$ cat src/rtl/t8_pkg.sv
`timescale 1ns/1ps
package t8_pkg;

    localparam int DATA_W  = 8;
    localparam int ADDR_W  = 8;
    localparam int INSTR_W = 10;

    typedef enum logic [1:0] {
        CLS_LIT = 2'b00,
        CLS_JMP = 2'b01,
        CLS_RSV = 2'b10,
        CLS_OPS = 2'b11
    } cls_e;

    localparam logic [7:0] OPC_AND   = 8'h01;
    localparam logic [7:0] OPC_NOT   = 8'h02;
    localparam logic [7:0] OPC_ADC   = 8'h03;
    localparam logic [7:0] OPC_DEC   = 8'h04;
    localparam logic [7:0] OPC_FETCH = 8'h08;
    localparam logic [7:0] OPC_SKZ   = 8'h09;
    localparam logic [7:0] OPC_STORE = 8'h0A;
    localparam logic [7:0] OPC_TOR   = 8'h0B;
    localparam logic [7:0] OPC_FROMR = 8'h0C;

    typedef enum logic [1:0] {
        ASRC_NOS  = 2'd0,
        ASRC_MEM  = 2'd1,
        ASRC_LIT  = 2'd2,
        ASRC_RTOP = 2'd3
    } asrc_e;

    typedef enum logic [2:0] {
        FN_PASS = 3'd0,
        FN_AND  = 3'd1,
        FN_NOT  = 3'd2,
        FN_ADC  = 3'd3,
        FN_DEC  = 3'd4
    } alu_fn_e;

    typedef enum logic [1:0] {
        PC_NEXT  = 2'd0,
        PC_JUMP  = 2'd1,
        PC_SKZ   = 2'd2,
        PC_STALL = 2'd3
    } pcsel_e;

    typedef struct packed {
        asrc_e   asrc;
        alu_fn_e fn;
        logic    t_we;
        logic    c_we;
        logic    dpush;
        logic    dpop;
        logic    need2;
        logic    rpush;
        logic    rpop;
        logic    mem_we;
        pcsel_e  pcsel;
    } ctrl_t;

    // Control word for one instruction; store_tail marks the second store cycle.
    function automatic ctrl_t decode(input logic [INSTR_W-1:0] ins, input logic store_tail);
        ctrl_t c;
        c = '{asrc: ASRC_NOS, fn: FN_PASS, pcsel: PC_NEXT, default: 1'b0};
        unique case (cls_e'(ins[9:8]))
            CLS_LIT: begin
                c.asrc  = ASRC_LIT;
                c.t_we  = 1'b1;
                c.dpush = 1'b1;
            end
            CLS_JMP: c.pcsel = PC_JUMP;
            CLS_RSV: ;
            CLS_OPS: begin
                case (ins[7:0])
                    OPC_AND:   begin c.fn = FN_AND; c.t_we = 1'b1; c.dpop = 1'b1; end
                    OPC_NOT:   begin c.fn = FN_NOT; c.t_we = 1'b1; end
                    OPC_ADC:   begin c.fn = FN_ADC; c.t_we = 1'b1; c.c_we = 1'b1; c.dpop = 1'b1; end
                    OPC_DEC:   begin c.fn = FN_DEC; c.t_we = 1'b1; end
                    OPC_FETCH: begin c.asrc = ASRC_MEM; c.t_we = 1'b1; end
                    OPC_SKZ:   begin c.t_we = 1'b1; c.dpop = 1'b1; c.pcsel = PC_SKZ; end
                    OPC_STORE: begin
                        c.t_we = 1'b1;
                        c.dpop = 1'b1;
                        if (!store_tail) begin
                            c.mem_we = 1'b1;
                            c.need2  = 1'b1;
                            c.pcsel  = PC_STALL;
                        end
                    end
                    OPC_TOR:   begin c.t_we = 1'b1; c.dpop = 1'b1; c.rpush = 1'b1; end
                    OPC_FROMR: begin
                        c.asrc  = ASRC_RTOP;
                        c.t_we  = 1'b1;
                        c.dpush = 1'b1;
                        c.rpop  = 1'b1;
                    end
                    default: ;
                endcase
            end
            default: ;
        endcase
        return c;
    endfunction

endpackage

$ cat src/rtl/t8_lifo.sv
`timescale 1ns/1ps
module t8_lifo #(
    parameter int W     = 8,
    parameter int DEPTH = 64
) (
    input  logic                       clk,
    input  logic                       rst,
    input  logic                       push,
    input  logic                       pop,
    input  logic [W-1:0]               din,
    output logic [W-1:0]               top,
    output logic [$clog2(DEPTH+1)-1:0] count
);
    localparam int PW = $clog2(DEPTH);
    localparam int CW = $clog2(DEPTH+1);

    logic [W-1:0]  mem [DEPTH];
    logic [CW-1:0] cnt_q;
    logic [CW-1:0] cnt_m1;

    assign cnt_m1 = cnt_q - 1'b1;
    assign top    = mem[cnt_m1[PW-1:0]];
    assign count  = cnt_q;

    always_ff @(posedge clk) begin
        if (push) mem[cnt_q[PW-1:0]] <= din;
    end

    always_ff @(posedge clk) begin
        if (rst)       cnt_q <= '0;
        else if (push) cnt_q <= cnt_q + 1'b1;
        else if (pop)  cnt_q <= cnt_m1;
    end
endmodule

$ cat src/rtl/t8_alu.sv
`timescale 1ns/1ps
module t8_alu
    import t8_pkg::*;
#(
    parameter int W = 8
) (
    input  logic [W-1:0] a,
    input  logic [W-1:0] b,
    input  logic         cin,
    input  alu_fn_e      fn,
    output logic [W-1:0] y,
    output logic         cout
);
    logic [W:0] sum;
    assign sum = {1'b0, a} + {1'b0, b} + {{W{1'b0}}, cin};

    always_comb begin
        cout = 1'b0;
        unique case (fn)
            FN_AND:  y = a & b;
            FN_NOT:  y = ~b;
            FN_ADC:  begin y = sum[W-1:0]; cout = sum[W]; end
            FN_DEC:  y = b - 1'b1;
            default: y = a;
        endcase
    end
endmodule

$ cat src/rtl/t8_dmem.sv
`timescale 1ns/1ps
module t8_dmem #(
    parameter int DW      = 8,
    parameter int AW      = 8,
    parameter int IO_BITS = 4
) (
    input  logic          clk,
    input  logic          rst,
    input  logic          we,
    input  logic [AW-1:0] addr,
    input  logic [DW-1:0] wdata,
    input  logic [DW-1:0] in_port,
    output logic [DW-1:0] rdata,
    output logic [DW-1:0] out_port
);
    localparam int WORDS = 1 << AW;

    logic [DW-1:0] ram [WORDS];
    logic          io_sel;

    assign io_sel = &addr[AW-1 -: IO_BITS];
    assign rdata  = io_sel ? in_port : ram[addr];

    always_ff @(posedge clk) begin
        if (rst) begin
            for (int i = 0; i < WORDS; i++) ram[i] <= '0;
        end else if (we && !io_sel) begin
            ram[addr] <= wdata;
        end
    end

    always_ff @(posedge clk) begin
        if (rst)                out_port <= '0;
        else if (we && io_sel)  out_port <= wdata;
    end
endmodule

$ cat src/rtl/t8_stack_cpu.sv
`timescale 1ns/1ps
module t8_stack_cpu
    import t8_pkg::*;
#(
    parameter int DW       = t8_pkg::DATA_W,
    parameter int AW       = t8_pkg::ADDR_W,
    parameter int IW       = t8_pkg::INSTR_W,
    parameter int DS_DEPTH = 64,
    parameter int RS_DEPTH = 64,
    parameter int IO_BITS  = 4
) (
    input  logic          clk,
    input  logic          rst,
    output logic [AW-1:0] imem_addr,
    input  logic [IW-1:0] imem_data,
    input  logic [DW-1:0] in_port,
    output logic [DW-1:0] out_port,
    output logic [DW-1:0] tos,
    output logic          stack_fault
);
    localparam int DCW = $clog2(DS_DEPTH+1);
    localparam int RCW = $clog2(RS_DEPTH+1);
    localparam logic [DCW-1:0] D_FULL = DCW'(DS_DEPTH);
    localparam logic [RCW-1:0] R_FULL = RCW'(RS_DEPTH);

    logic [AW-1:0]  pc_q, pc_nxt;
    logic [DW-1:0]  t_q;
    logic           c_q;
    logic           st_tail_q;
    logic           halt_q;

    ctrl_t          ctl;
    logic [DW-1:0]  nos, rtop, mem_rd, a_mux, alu_y;
    logic           alu_c;
    logic [DCW-1:0] d_cnt;
    logic [RCW-1:0] r_cnt;
    logic           underflow, overflow, go;

    assign ctl = decode(imem_data, st_tail_q);

    assign underflow = (ctl.dpop  && d_cnt == '0)
                    || (ctl.need2 && d_cnt < DCW'(2))
                    || (ctl.rpop  && r_cnt == '0);
    assign overflow  = (ctl.dpush && d_cnt == D_FULL)
                    || (ctl.rpush && r_cnt == R_FULL);
    assign go        = !halt_q && !underflow && !overflow;

    t8_lifo #(.W(DW), .DEPTH(DS_DEPTH)) u_dstack (
        .clk   (clk),
        .rst   (rst),
        .push  (go && ctl.dpush),
        .pop   (go && ctl.dpop),
        .din   (t_q),
        .top   (nos),
        .count (d_cnt)
    );

    t8_lifo #(.W(DW), .DEPTH(RS_DEPTH)) u_rstack (
        .clk   (clk),
        .rst   (rst),
        .push  (go && ctl.rpush),
        .pop   (go && ctl.rpop),
        .din   (t_q),
        .top   (rtop),
        .count (r_cnt)
    );

    t8_dmem #(.DW(DW), .AW(AW), .IO_BITS(IO_BITS)) u_dmem (
        .clk      (clk),
        .rst      (rst),
        .we       (go && ctl.mem_we),
        .addr     (t_q[AW-1:0]),
        .wdata    (nos),
        .in_port  (in_port),
        .rdata    (mem_rd),
        .out_port (out_port)
    );

    always_comb begin
        unique case (ctl.asrc)
            ASRC_MEM:  a_mux = mem_rd;
            ASRC_LIT:  a_mux = DW'(imem_data[7:0]);
            ASRC_RTOP: a_mux = rtop;
            default:   a_mux = nos;
        endcase
    end

    t8_alu #(.W(DW)) u_alu (
        .a    (a_mux),
        .b    (t_q),
        .cin  (c_q),
        .fn   (ctl.fn),
        .y    (alu_y),
        .cout (alu_c)
    );

    always_comb begin
        unique case (ctl.pcsel)
            PC_JUMP:  pc_nxt = AW'(imem_data[7:0]);
            PC_SKZ:   pc_nxt = (t_q == '0) ? pc_q + AW'(2) : pc_q + AW'(1);
            PC_STALL: pc_nxt = pc_q;
            default:  pc_nxt = pc_q + AW'(1);
        endcase
    end

    always_ff @(posedge clk) begin
        if (rst) begin
            pc_q      <= '0;
            t_q       <= '0;
            c_q       <= 1'b0;
            st_tail_q <= 1'b0;
            halt_q    <= 1'b0;
        end else if (!halt_q) begin
            if (!go) begin
                halt_q <= 1'b1;
            end else begin
                pc_q      <= pc_nxt;
                st_tail_q <= (ctl.pcsel == PC_STALL);
                if (ctl.t_we) t_q <= alu_y;
                if (ctl.c_we) c_q <= alu_c;
            end
        end
    end

    assign imem_addr   = pc_q;
    assign tos         = t_q;
    assign stack_fault = halt_q;
endmodule

$ cat config.mk
export PLATFORM = sky130hd
export DESIGN_NAME = t8_stack_cpu
export DESIGN_NICKNAME = d
export VERILOG_FILES = /design/src/rtl/t8_pkg.sv /design/src/rtl/t8_lifo.sv /design/src/rtl/t8_alu.sv /design/src/rtl/t8_dmem.sv /design/src/rtl/t8_stack_cpu.sv
export SDC_FILE = /design/constraint.sdc
export NUM_CORES = 2
export LEC_CHECK = 0
export BUFFER_PORTS_ARGS = -buffer_cell sky130_fd_sc_hd__buf_2
export CORE_AREA = 2 2 491 493
export CTS_CLUSTER_DIAMETER = 40
export DETAILED_ROUTE_END_ITERATION = 16
export DIE_AREA = 0 0 493 495
export HOLD_SLACK_MARGIN = 0.06
export PLACE_DENSITY = 0.76
export SYNTH_ARGS = -nofsm -noshare
export SYNTH_HDL_FRONTEND = slang
export SYNTH_HIERARCHICAL = 1
export SYNTH_SLANG_ARGS = --single-unit
$ cat constraint.sdc
create_clock -name clk -period 7 [get_ports clk]
set_input_delay 1.75 -clock clk [delete_from_list [all_inputs] [get_ports clk]]
set_output_delay 1.75 -clock clk [all_outputs]
set_load 0.01 [all_outputs]
==> summary.md <==
| Metric | Value |
|---|---|
| Status | finished, violations left |
| Failing checks | design-rule violations |
| Sw Share | 25.60% |
| First-pass GRT wire length | 549,900 µm |
| Slew headroom | 15.29% |
| Largest net degree at the start of global routing | 177 |
| Setup violations, final | 0 |
| Initial Util | 57.66% |
| Core Region | 239,200 µm² |
| Drc violations | 3 |
| H-tree Lvls | 5 |
| Layout cell share with drive strength beyond 1 | 21.20% |
| Sequential area share after synthesis | 66.79% |
| Max capacitance violation total | 0 |
| Clk_lat worst skew | 1.01 ns |
| Clock skew | 0.09116 ns |
| Cell Int Power | 35.13 mW |
| EDFF count, synth | 3,040 |
| P_leak | 57.81 nW |
| Crit path launch | tos[0] |
| R2r endpoint | c_q |
| Critical-path cell list | buf_12 > buf_4 > mux4_2 > mux4_2 > a221oi_1 > o221ai_1 > o22ai_1 > a22oi_1 > fa_1 > inv_1 > fa_1 > nand2b_1 > a21oi_1 > o21a_1 > o21a_1 > o31a_1 > mux2i_1 > nor2_1 |
| Detail Route Antenna Nets | 0 |
| Hold Path Class | register to register |
| Arrival @ worst endpoint | 7.30 ns |
| WP buf/inv | 3 |
| Reg power frac | 44.3% |
| Post-synth top area share | 66.20% |
| Fmax | 0.1540 GHz |
| Setup CP Type | register to register |
| Vias in the first global route | 80,740 |
| Ys Warns | 6 |
| Crit. End Element | register |
| CTS clock-pin slew for the worst setup and hold paths | 0.06 ns |
| Die extent in y | 495 µm |
| GRT Util Overall | 30.63% |
| Port Buffer Count | 44 |
| Clk buf depth | 4 |
| Area contributors post-synth | edfxtp_1, mux4_2, and2_1, and3_1, mux2i_1 |
| HPWL after DPL | 228,100 µm |
| Area growth syn-to-layout | 12.98% |
| Synth unique cells | 97 |
| Yosys top cell by area | edfxtp_1 |
| Die footprint | 244,000 µm² |
| Period utilization | 92.77% |
| Routability Congestion | 0.9278 |
| CTS Hold Bufs | 0 |
| Final worst slack | 0.5063 ns |
| Post-layout min period | 6.494 ns |
| Routed vias/inst | 6.744 |
| Detailed Routing Iterations Pass 1 | 16 |
| Post_cts resized | 0 |
| # nets final | 8,782 |
| # rows | 180 |
| Slew @ Worst Pin | 1.266 ns |
| TritonCTS buffer count | 414 |
| Cell count after synthesis | 8,773 |
| Worst Path Max Fanout | 40 |
| R2r startpoint | tos[0] |
| Mapped cell area | 137,900 µm² |
| Combinational share of power | 10.1% |
| # Post-CTS Setup Buffers | 0 |
| Io pins | 45 |
| Pre-CTS WS | 0.4961 ns |
| P_sw | 12.09 mW |
| Hold Violations, Final | 0 |
| Final TNS setup | 0 ns |
| Top delay family on crit path | compound AO/OA/AOI/OAI gates |
| Vias | 82,810 |
| DR iter-0 viols | 11,950 |
| FF-to-FF path depth | 18 |
| Crit-path slowest cell | a221oi_1 |
| FFs w/ async S/R, synth | 0% |
| Number of synthesized register bits | 3,081 |
| Post-Route WL | 376,600 µm |
| Synthesized area per cell | 15.72 µm² |
| Clock power share | 45.5% |
| Worst setup SP type | register |
| RSZ-0062 raised after global routing | no |
| Total grt overflow | 0 |
| R2r setup slk | 0.51 ns |
| Max incr delay on CP | 0.82 ns |
| Number of cells on the critical path | 18 |
| CTS root buffer | clkbuf_16 |
| Top_reg_cell synth | edfxtp_1 |
| PwrDens | 303.0 nW/µm² |
| WP data required | 7.80 ns |
| Initial antenna violation count | 12 |
| Peak VDD IR | 357.3 µV |
| Chip width | 493 µm |
| Wirelength per Cell | 30.67 µm |
| TritonCTS clock tree | built |
| Worst setup path endpoint | c_q |
| Slew Viols, Final | 0 |
| TritonCTS Sinks | 3,081 |
[state kept, by name, indices dropped and copies added (netlist names)]
signal	flops
u_rstack/count	7
c_q	1
u_dstack/count	7
imem_addr	8
tos	8
st_tail_q	1
u_rstack/mem	512
stack_fault	1
u_dstack/mem	512
u_dmem/out_port	8
u_dmem/ram	2016
[cells in the final DEF, fill, tap and decap left out, types with 64 or more instances in the layout]
cell and count:
buf_4 204, and2_1 986, nand2_1 315, mux2i_1 248
a22oi_1 84, a21oi_1 67, a21o_1 124, nand3_1 143
edfxtp_1 3040, mux4_2 675, o22ai_1 64, conb_1 96
and3_1 969, or2_2 128, nor2_1 352, clkbuf_16 421
o21ai_0 65
[logic make-up after synthesis]
family,count (synthesis),share of synthesized area [%]
buf+inv,871,2.790
flops,3081,66.79
compound gates,649,3.407
simple gates,3124,12.91
fa+ha+maj,22,0.2105
other cells,1,0.002719
mux,991,13.63
xor+xnor,34,0.2540
[layer usage]
metal,share of wire [%],global-route usage [%],wire length [µm]
met5,0.012,0,45
met4,5.2,14.18,19730
met3,12,7.659,45300
met2,47,47.86,177200
met1,36,40.87,134300
[cell usage after synthesis, types with 10 or more instances]
cell         n
edfxtp_1  3040
and2_1     989
and3_1     969
mux4_2     675
clkbuf_1   607
nor2_1     357
nand2_1    316
mux2i_1    248
nand3_1    150
buf_2      133
or2_2      128
a21o_1     124
a22oi_1     84
a21oi_1     67
o21ai_0     65
o22ai_1     65
mux2_2      45
dfxtp_1     41
inv_1       38
nor3_1      37
buf_4       36
buf_6       31
nand4_1     30
o211ai_1    30
nor2b_1     28
nand2b_1    26
a221oi_1    24
buf_1       23
mux4_1      23
a32o_1      22
ha_1        20
a211o_1     18
xnor2_1     18
nor2_2      16
a21boi_0    15
a22o_1      13
nor4_1      13
o21ai_1     13
a211oi_1    12
a31oi_1     12
o221ai_1    12
xor2_1      12
a32oi_1     11
or3_1       11
a311oi_1    10
[worst reg2reg max path, stage by stage (launching register included)]
cell and delay, ns:
dfxtp_4 0.65, buf_12 0.36, buf_4 0.53, mux4_2 0.57
mux4_2 0.52, a221oi_1 0.82, o221ai_1 0.52, o22ai_1 0.27
a22oi_1 0.19, fa_1 0.52, inv_1 0.10, fa_1 0.21
nand2b_1 0.14, a21oi_1 0.10, o21a_1 0.19, o21a_1 0.18
o31a_1 0.24, mux2i_1 0.16, nor2_1 0.06
[per-stage QoR]
step / power (mW) / area, µm² / hold slack (ns) / util (%) / cells
after floorplan: 23.81 / 138300 / 0.4518 / - / 8868
after global placement: 25.87 / 141500 / 0.4484 / 59.17 / 11510
after detailed placement: 25.93 / 141500 / 0.4596 / 59.17 / 11510
after CTS: 47.26 / 155800 / 0.4672 / 65.13 / 12270
after global routing: 48.24 / 155800 / 0.4818 / 65.13 / 12270
final: 47.21 / 155800 / 0.4589 / 65.14 / 12280
[area by class of cell]
class / instances / area, µm²
diodes: 12 / 30.03
clock buffers: 458 / 10690
clock inverters: 299 / 3556
fillers: 15710 / 83380
inverters: 38 / 143.9
multi-input cells: 4916 / 42660
flip-flops and latches: 3081 / 92150
well taps: 3185 / 3985
repair buffers: 289 / 2582
[worst min-delay path by stage]
stage | from | to | cells after the start | slack, ns
finish | u_dmem/out_port[2] | u_dmem/out_port[2] | 2 | 0.46
global route | u_dmem/out_port[3] | u_dmem/out_port[3] | 2 | 0.48
CTS | u_dmem/out_port[2] | u_dmem/out_port[2] | 2 | 0.47
detailed placement | u_dmem/out_port[2] | u_dmem/out_port[2] | 2 | 0.46
global placement | u_dmem/out_port[2] | u_dmem/out_port[2] | 2 | 0.45
floorplan | st_tail_q | st_tail_q | 2 | 0.45
[power by group through the flow]
| stage | clock network, mW | logic (mW) | registers, mW |
|---|---|---|---|
| 6_report | 21.5 | 4.78 | 20.9 |
| 4_1_cts | 21.7 | 4.66 | 20.9 |
| 5_1_grt | 22.4 | 4.88 | 21.0 |
| 2_1_floorplan | 0 | 2.60 | 21.2 |
| 3_3_place_gp | 0 | 4.59 | 21.3 |
| 3_5_place_dp | 0 | 4.64 | 21.3 |
(Power assumes the default switching activity.)
